$ cat config.mk
export PLATFORM = sky130hd
export DESIGN_NAME = pt_walker
export DESIGN_NICKNAME = d
export VERILOG_FILES = /design/src/rtl/pw_pkg.sv /design/src/rtl/pw_entry_addr.sv /design/src/rtl/pw_pte_check.sv /design/src/rtl/pt_walker.sv
export SDC_FILE = /design/constraint.sdc
export NUM_CORES = 1
export LEC_CHECK = 0
export BUFFER_PORTS_ARGS = -buffer_cell sky130_fd_sc_hd__buf_4
export CAP_MARGIN = 10
export CORE_MARGIN = 3
export CORE_UTILIZATION = 51
export DETAILED_ROUTE_END_ITERATION = 10
export PLACE_DENSITY = 0.84
export SYNTH_ARGS = -nofsm -noshare
export SYNTH_HDL_FRONTEND = slang
export SYNTH_SLANG_ARGS = --single-unit
$ cat constraint.sdc
create_clock -name clk -period 3 [get_ports clk]
set_input_delay 0.15 -clock clk [delete_from_list [all_inputs] [get_ports clk]]
set_output_delay 0.15 -clock clk [all_outputs]
set_load 0.005 [all_outputs]
$ cat src/rtl/pw_pkg.sv
package pw_pkg;
    localparam int VPN_W       = 20;
    localparam int L1_IDX_W    = 10;
    localparam int OFF_W       = 12;
    localparam int PA_W        = 32;
    localparam int PTE_W       = 32;
    localparam int PPN_W       = PA_W - OFF_W;
    localparam int ENTRY_SHIFT = 2;
    localparam int USE_W       = 2;

    localparam int BIT_V   = 0;
    localparam int BIT_R   = 1;
    localparam int BIT_W   = 2;
    localparam int BIT_D   = 3;
    localparam int USE_LO  = 4;

    localparam logic [1:0] LVL_ONE = 2'd1;
    localparam logic [1:0] LVL_TWO = 2'd2;

    typedef struct packed {
        logic [PPN_W-1:0] ppn;
        logic [USE_W-1:0] use_bits;
        logic             dirty;
        logic             can_wr;
        logic             can_rd;
        logic             valid;
    } pte_t;

    typedef enum logic [1:0] {
        ST_IDLE,
        ST_WAIT_L1,
        ST_WAIT_L2
    } walk_state_e;

    function automatic logic access_allowed(pte_t p, logic want_write);
        return want_write ? p.can_wr : p.can_rd;
    endfunction
endpackage

$ cat src/rtl/pw_entry_addr.sv
module pw_entry_addr #(
    parameter int PA_W  = 32,
    parameter int IDX_W = 10,
    parameter int SHIFT = 2
) (
    input  logic [PA_W-1:0]  table_base,
    input  logic [IDX_W-1:0] index,
    output logic [PA_W-1:0]  entry_addr
);
    localparam int PAD_W = PA_W - IDX_W;

    logic [PA_W-1:0] index_wide;

    always_comb begin
        index_wide = {{PAD_W{1'b0}}, index};
        entry_addr = table_base + (index_wide << SHIFT);
    end
endmodule

$ cat src/rtl/pw_pte_check.sv
module pw_pte_check
    import pw_pkg::*;
#(
    parameter int PTE_W = 32
) (
    input  logic [PTE_W-1:0] pte_word,
    input  logic             is_leaf,
    input  logic             want_write,
    output pte_t             pte,
    output logic             walk_fault
);
    logic unused_rsvd;

    always_comb begin
        pte.valid    = pte_word[BIT_V];
        pte.can_rd   = pte_word[BIT_R];
        pte.can_wr   = pte_word[BIT_W];
        pte.dirty    = pte_word[BIT_D];
        pte.use_bits = pte_word[USE_LO +: USE_W];
        pte.ppn      = pte_word[PTE_W-1 -: PPN_W];
        unused_rsvd  = ^pte_word[OFF_W-1:USE_LO+USE_W];
        walk_fault   = !pte.valid || (is_leaf && !access_allowed(pte, want_write));
    end
endmodule

$ cat src/rtl/pt_walker.sv
module pt_walker
    import pw_pkg::*;
#(
    parameter int VPN_BITS = pw_pkg::VPN_W,
    parameter int L1_BITS  = pw_pkg::L1_IDX_W,
    parameter int ADDR_W   = pw_pkg::PA_W,
    parameter int PTE_BITS = pw_pkg::PTE_W,
    parameter int PG_OFF_W = pw_pkg::OFF_W
) (
    input  logic                         clk,
    input  logic                         rst,
    input  logic                         req_valid,
    input  logic [VPN_BITS-1:0]          req_vpn,
    input  logic                         req_write,
    input  logic [ADDR_W-1:0]            root_base,
    output logic                         busy,
    output logic                         mem_req_valid,
    output logic [ADDR_W-1:0]            mem_req_addr,
    input  logic                         mem_rsp_valid,
    input  logic [PTE_BITS-1:0]          mem_rsp_data,
    output logic                         done_valid,
    output logic [ADDR_W-PG_OFF_W-1:0]   done_ppn,
    output logic                         done_rd,
    output logic                         done_wr,
    output logic                         done_dirty,
    output logic [USE_W-1:0]             done_use,
    output logic                         fault_valid,
    output logic [1:0]                   fault_level
);
    localparam int L2_BITS  = VPN_BITS - L1_BITS;
    localparam int PAGE_NUM = ADDR_W - PG_OFF_W;

    walk_state_e          state_q;
    logic [L2_BITS-1:0]   l2_idx_q;
    logic                 write_q;
    logic [ADDR_W-1:0]    l1_addr;
    logic [ADDR_W-1:0]    l2_addr;
    logic [ADDR_W-1:0]    l2_base;
    pte_t                 rsp_pte;
    logic                 rsp_fault;
    logic                 at_leaf;

    assign at_leaf = (state_q == ST_WAIT_L2);
    assign busy    = (state_q != ST_IDLE);
    assign l2_base = {rsp_pte.ppn, {PG_OFF_W{1'b0}}};

    pw_entry_addr #(.PA_W(ADDR_W), .IDX_W(L1_BITS), .SHIFT(ENTRY_SHIFT)) u_l1_addr (
        .table_base (root_base),
        .index      (req_vpn[VPN_BITS-1 -: L1_BITS]),
        .entry_addr (l1_addr)
    );

    pw_entry_addr #(.PA_W(ADDR_W), .IDX_W(L2_BITS), .SHIFT(ENTRY_SHIFT)) u_l2_addr (
        .table_base (l2_base),
        .index      (l2_idx_q),
        .entry_addr (l2_addr)
    );

    pw_pte_check #(.PTE_W(PTE_BITS)) u_check (
        .pte_word   (mem_rsp_data),
        .is_leaf    (at_leaf),
        .want_write (write_q),
        .pte        (rsp_pte),
        .walk_fault (rsp_fault)
    );

    always_ff @(posedge clk) begin
        if (rst) begin
            state_q       <= ST_IDLE;
            l2_idx_q      <= '0;
            write_q       <= 1'b0;
            mem_req_valid <= 1'b0;
            mem_req_addr  <= '0;
            done_valid    <= 1'b0;
            done_ppn      <= '0;
            done_rd       <= 1'b0;
            done_wr       <= 1'b0;
            done_dirty    <= 1'b0;
            done_use      <= '0;
            fault_valid   <= 1'b0;
            fault_level   <= '0;
        end else begin
            mem_req_valid <= 1'b0;
            done_valid    <= 1'b0;
            fault_valid   <= 1'b0;
            case (state_q)
                ST_IDLE: begin
                    if (req_valid) begin
                        l2_idx_q      <= req_vpn[L2_BITS-1:0];
                        write_q       <= req_write;
                        mem_req_valid <= 1'b1;
                        mem_req_addr  <= l1_addr;
                        state_q       <= ST_WAIT_L1;
                    end
                end
                ST_WAIT_L1: begin
                    if (mem_rsp_valid) begin
                        if (rsp_fault) begin
                            fault_valid <= 1'b1;
                            fault_level <= LVL_ONE;
                            state_q     <= ST_IDLE;
                        end else begin
                            mem_req_valid <= 1'b1;
                            mem_req_addr  <= l2_addr;
                            state_q       <= ST_WAIT_L2;
                        end
                    end
                end
                ST_WAIT_L2: begin
                    if (mem_rsp_valid) begin
                        state_q <= ST_IDLE;
                        if (rsp_fault) begin
                            fault_valid <= 1'b1;
                            fault_level <= LVL_TWO;
                        end else begin
                            done_valid <= 1'b1;
                            done_ppn   <= rsp_pte.ppn[PAGE_NUM-1:0];
                            done_rd    <= rsp_pte.can_rd;
                            done_wr    <= rsp_pte.can_wr;
                            done_dirty <= rsp_pte.dirty;
                            done_use   <= rsp_pte.use_bits;
                        end
                    end
                end
                default: state_q <= ST_IDLE;
            endcase
        end
    end
endmodule

Yosys cells after proc, flatten, opt, wreduce, memory -nomap -nowiden:

Cells that the tools add are included.

* register bits after elaboration: 75
* input bits: 89

* add/subtract/negate cells: 2
* equality and inequality tests: 8
* mux-type cells: 20
* bitwise gates (word level): 4
* reductions and logical operators: 16

Operators with widths (number)
* $mux 32: 3
* $add 32x12->32: 2
* $pmux 32 s2: 1
* $mux 2: 8
* $ne 2x2->1 const B: 6
* $pmux 2 s3: 1
* $reduce_and 3->1: 2
* $reduce_bool 2->1: 3
* $mux 1: 5
* $reduce_and 5->1: 1
* $not 1->1: 4
* $pmux 2 s2: 1
* $reduce_and 4->1: 1
* $reduce_or 2->1: 2
* $reduce_or 3->1: 1
* $eq 2x1->1 const B: 1
* $eq 2x2->1 const B: 1
* $logic_not 1->1: 2
* $logic_not 2->1: 1
* $pmux 1 s2: 1
* $reduce_and 2->1: 1
* $logic_and 1x1->1: 1
* $logic_or 1x1->1: 1

Logic depth before layout (Yosys ltp):

* depth after elaboration: 7
* gate-level depth with buffers: 9
* depth with buffers taken out: 8

By module:

Synthesis repeated with hierarchy kept, for this count alone.

* cell total of the unflattened synthesis: 639
* area total of the unflattened synthesis: 5442.7 um^2

Modules (own cells, without submodules)
* pt_walker: times used 1, cells an instance 377, area each 3498.4 um^2, seq. area each 1501.4 um^2
* pw_entry_addr at u_l1_addr: times used 1, cells an instance 121, area each 879.6 um^2, seq. area each 0.0 um^2
* pw_entry_addr at u_l2_addr: times used 1, cells an instance 112, area each 842.1 um^2, seq. area each 0.0 um^2
* pw_pte_check: times used 1, cells an instance 29, area each 222.7 um^2, seq. area each 0.0 um^2

Worst setup path after synthesis:

No wires, ideal clock.

* path type: input port to flip-flop
* from: input req_vpn[10]
* to: register mem_req_addr[14]
* arrival: 1.806 ns
* required time: 2.867 ns
* slack: 1.061 ns
* cell stages on the path: 8
* cell sequence: ha_1 > fa_1 > a21o_1 > a211oi_1 > a21oi_1 > mux2i_1 > a221oi_1 > nor4_1

* longest elaborated chain between the ends: 3

RTL lines
* start, declared: RTL line pt_walker.sv:13 `input logic [VPN_BITS-1:0] req_vpn,`
* $add 32x12->32: RTL line pw_entry_addr.sv:16 `entry_addr = table_base + (index_wide << SHIFT);`
* $mux 32: RTL line pt_walker.sv:88 `if (req_valid) begin`
* $pmux 32 s2: RTL line pt_walker.sv:86 `case (state_q)`
* end signal, assigned: RTL line pt_walker.sv:92 `mem_req_addr <= l1_addr;`
* end signal, assigned: RTL line pt_walker.sv:104 `mem_req_addr <= l2_addr;`
* end, declared: RTL line pt_walker.sv:18 `output logic [ADDR_W-1:0] mem_req_addr,`

Every way passes these cells. The select of a mux whose other input is x is not followed.
A chain may end at the register's enable or synchronous reset.

Worst setup path after layout:

* from: register state_q[0]
* to: register mem_req_addr[19]

* longest elaborated chain between the ends: 5
* elaborated cells between the ends (all ways): 11
* those cells by class: eq/ne (5); mux (1); reduce/logical (5)

RTL lines
* start, declared: RTL line pt_walker.sv:33 `walk_state_e state_q;`
* start signal, assigned: RTL line pt_walker.sv:69 `state_q <= ST_IDLE;`
* start signal, assigned: RTL line pt_walker.sv:93 `state_q <= ST_WAIT_L1;`
* start signal, assigned: RTL line pt_walker.sv:101 `state_q <= ST_IDLE;`
* $eq 2x2->1: RTL line pt_walker.sv:43 `assign at_leaf = (state_q == ST_WAIT_L2);`
* named net at_leaf: RTL line pt_walker.sv:41 `logic at_leaf;`
* $logic_and 1x1->1: RTL line pw_pte_check.sv:22 `walk_fault = !pte.valid || (is_leaf && !access_allowed(pte, want_write));`
* $logic_or 1x1->1: RTL line pw_pte_check.sv:22
* $ne 2x2->1 (no source line)
* $reduce_and 4->1 (no source line)

The timed path passes the listed nets, and every way through them passes these cells.

==> reports/results.txt <==
Sequential fraction of the synthesis area = 0.401
Aggregate routed wire length = 11200 µm
Chip Width = 91.7 µm
I/O Buffers = 145
Worst-margin pin slew = 0.842 ns
GPL Wtd Cong = 0.866
Register bit total from synthesis = 75
Via density = 5.58
Worst-case clock skew = 0.00846 ns
Library cells used by synthesis = 48
CP max FO = 14
Final net count = 705
GR Overflow Total = 0
F_max = 0.436 GHz
Peak VDD IR = 0.000221 V
Vias in the first global route = 3692
DR WL/cell = 15.9 µm
P&R area growth vs syn = 36.8%
Starting Density = 0.540
Mean Syn Cell Area = 8.11 µm²
EDFF count, synth = 0
Cts-stage hold buffer count = 0
ANT cells = 0
DRC = 0
Finished Core Util = 0.738
Synth warnings = 0
Post_cts resized = 0
GRT Total Usage = 0.263
Synthesized Nets = 565
Synthesized area = 3750 µm²
Antenna violations before repair = 0
Core area = 6940 µm²
GR Layer Usage met2 = 0.427
Tcrit/Tclk final = 0.764
Share of flip-flops with an asynchronous set or reset = 0
Post-route ant nets = 0
Yosys top cell area share = 0.401
Setup TNS = 0 ns
Post-DP HPWL = 8660 µm
Grt met1 use = 0.350
First-pass GRT wire length = 17800 µm
Pleak = 0.00216 µW
DR iter-0 viols = 241
Post-CTS setup buffers = 0
Final setup violation count = 0
Root buffer cell = clkbuf_8
Global routing's busiest layer = met2
Tmin final = 2.29 ns
Die Area = 8410 µm²
Setup CP Type = register to register
Die Y = 91.7 µm
Crit. End Element = register
RSZ-0062 raised after global routing = false
Share of layout cells above drive strength 1 = 0.288
TritonCTS clock tree = done
Clock latency on the worst-skew pair = 0.35 ns
Hold Vio Cnt, Final = 0
I/O Pins = 152
Critical path data arrival time = 2.57 ns
Slew Limit Fails = 0
Num CTS Buffers = 9
Power Density = 487 nW/µm²
Max cap viols = 0
Outcome = finished clean
GR Layer Usage met3 = 0.0509
Via Count = 3921
Leading area contributor after synthesis = dfxtp_1
WP data required = 3.27 ns
HP Class = input pin to register
Clk slew on worst S/H paths = 0.08 ns
Most common flop cell mapped by yosys = dfxtp_1
WHS = 0.0406 ns
Standard-cell rows = 30
Synth top area cells = dfxtp_1 40%, nand2_1 9.5%, a21oi_1 8.0%
H-tree Lvls = 3
Clock buffer depth = 2
Worst rel slew slack = 0.435
Largest net degree at the start of global routing = 66
Clock sinks = 75
Startpoint types = register
DR pass1 iterations = 5
Synthesized netlist cell count = 462
[power by group]
part | leakage (µW) | internal (µW) | switching, µW
clock network | 0.000111 | 492 | 361
registers | 0.000612 | 1060 | 36.5
logic | 0.00144 | 264 | 286
[kinds of logic (layout without fill, tap and decap cells)]
group / count (synthesis) / after routing / synth area share
compound gates: 147 / 147 / 0.250
buf+inv: 31 / 176 / 0.0341
mux: 6 / 6 / 0.0160
simple gates: 166 / 166 / 0.196
fa+ha+maj: 14 / 14 / 0.0487
xor+xnor: 23 / 23 / 0.0538
flops: 75 / 75 / 0.401
[synth_stat cells (2+ instances only)]
library cell and n:
o22ai_1 5, nor3_1 6, nand4_1 2, xor2_1 5, buf_1 4, mux2i_1 6, nor4_1 4, a21oi_1 60
inv_1 9, a21oi_2 2, ha_1 13, or3_1 2, a21o_1 8, o211ai_1 3, nor3b_1 2, and2_1 3
a221oi_1 2, nand3_1 9, dfxtp_1 75, o21ai_1 8, and3_1 6, clkbuf_1 11, a22oi_1 20, o21ai_0 15
xnor2_1 18, nor2_1 27, nand3_2 2, nand2_1 95, buf_2 6, a211oi_1 14, and4_1 2, nand2b_1 2
[routing by layer]
| layer | wire length [µm] | vias to the layer above |
|---|---|---|
| met4 | 250 | 0 |
| met2 | 5360 | 165 |
| met3 | 794 | 15 |
| met5 | 0 | - |
| li1 | - | 1921 |
| met1 | 4760 | 1820 |
[metrics by stage]
stage | setup WS [ns] | area (µm²) | total power, µW | instances
after CTS | 0.720 | 5130 | 2500 | 703
final | 0.708 | 5130 | 2500 | 703
after detailed placement | 0.665 | 4910 | 1660 | 687
after global routing | 0.479 | 5130 | 2620 | 703
after global placement | 0.708 | 4910 | 1650 | 687
after floorplan | 1.06 | 3750 | 1400 | 462
[critical path, cell delays in order (launching register included)]
cell      delay (ns)
dfxtp_1         0.35
inv_1           0.07
ha_1            0.28
a211oi_2        0.42
nand3_1         0.28
nor2_2          0.50
a22oi_1         0.19
o21ai_0         0.13
[registers in the layout, summed over array words and instances, names as in the netlist]
name	count
done_dirty	1
done_ppn	20
done_rd	1
done_use	2
done_valid	1
done_wr	1
fault_level	2
fault_valid	1
l2_idx_q	10
mem_req_addr	32
mem_req_valid	1
state_q	2
write_q	1
[cell usage in the layout, fill, tap and decap left out, drive strengths merged, types with 3 or more instances in the layout]
master	netlist	layout
a221oi	3	3
clkbuf	11	12
nand2	95	95
a22oi	20	20
nor3	6	6
and3	6	6
a21o	8	8
dfxtp	75	75
ha	13	13
xnor2	18	18
and2	4	4
nand3	11	11
o21ai	23	23
buf	11	151
o211ai	3	3
nor4	4	4
mux2i	6	6
nor2	28	28
o22ai	5	5
a21oi	62	62
inv	9	9
a211oi	15	15
xor2	5	5
[final timing paths]
path / start / slack (ns) / to / depth (start not counted)
hold reg to reg: done_rd / 0.46 / done_rd / 2
setup reg to reg: state_q[0] / 0.71 / mem_req_addr[19] / 7
hold / removal: mem_rsp_data[3] / 0.04 / done_dirty / 3
setup / recovery: state_q[0] / 0.71 / mem_req_addr[19] / 7
[cell type report]
cell class	instances	area, µm²
clock inverters	4	73.8
clock buffers	12	145
inverters	9	33.8
multi-input cells	356	2120
fillers	541	1820
repair buffers	151	1130
flip-flops and latches	75	1500
well taps	96	120
No activity file was read; power rests on OpenSTA's default activity.
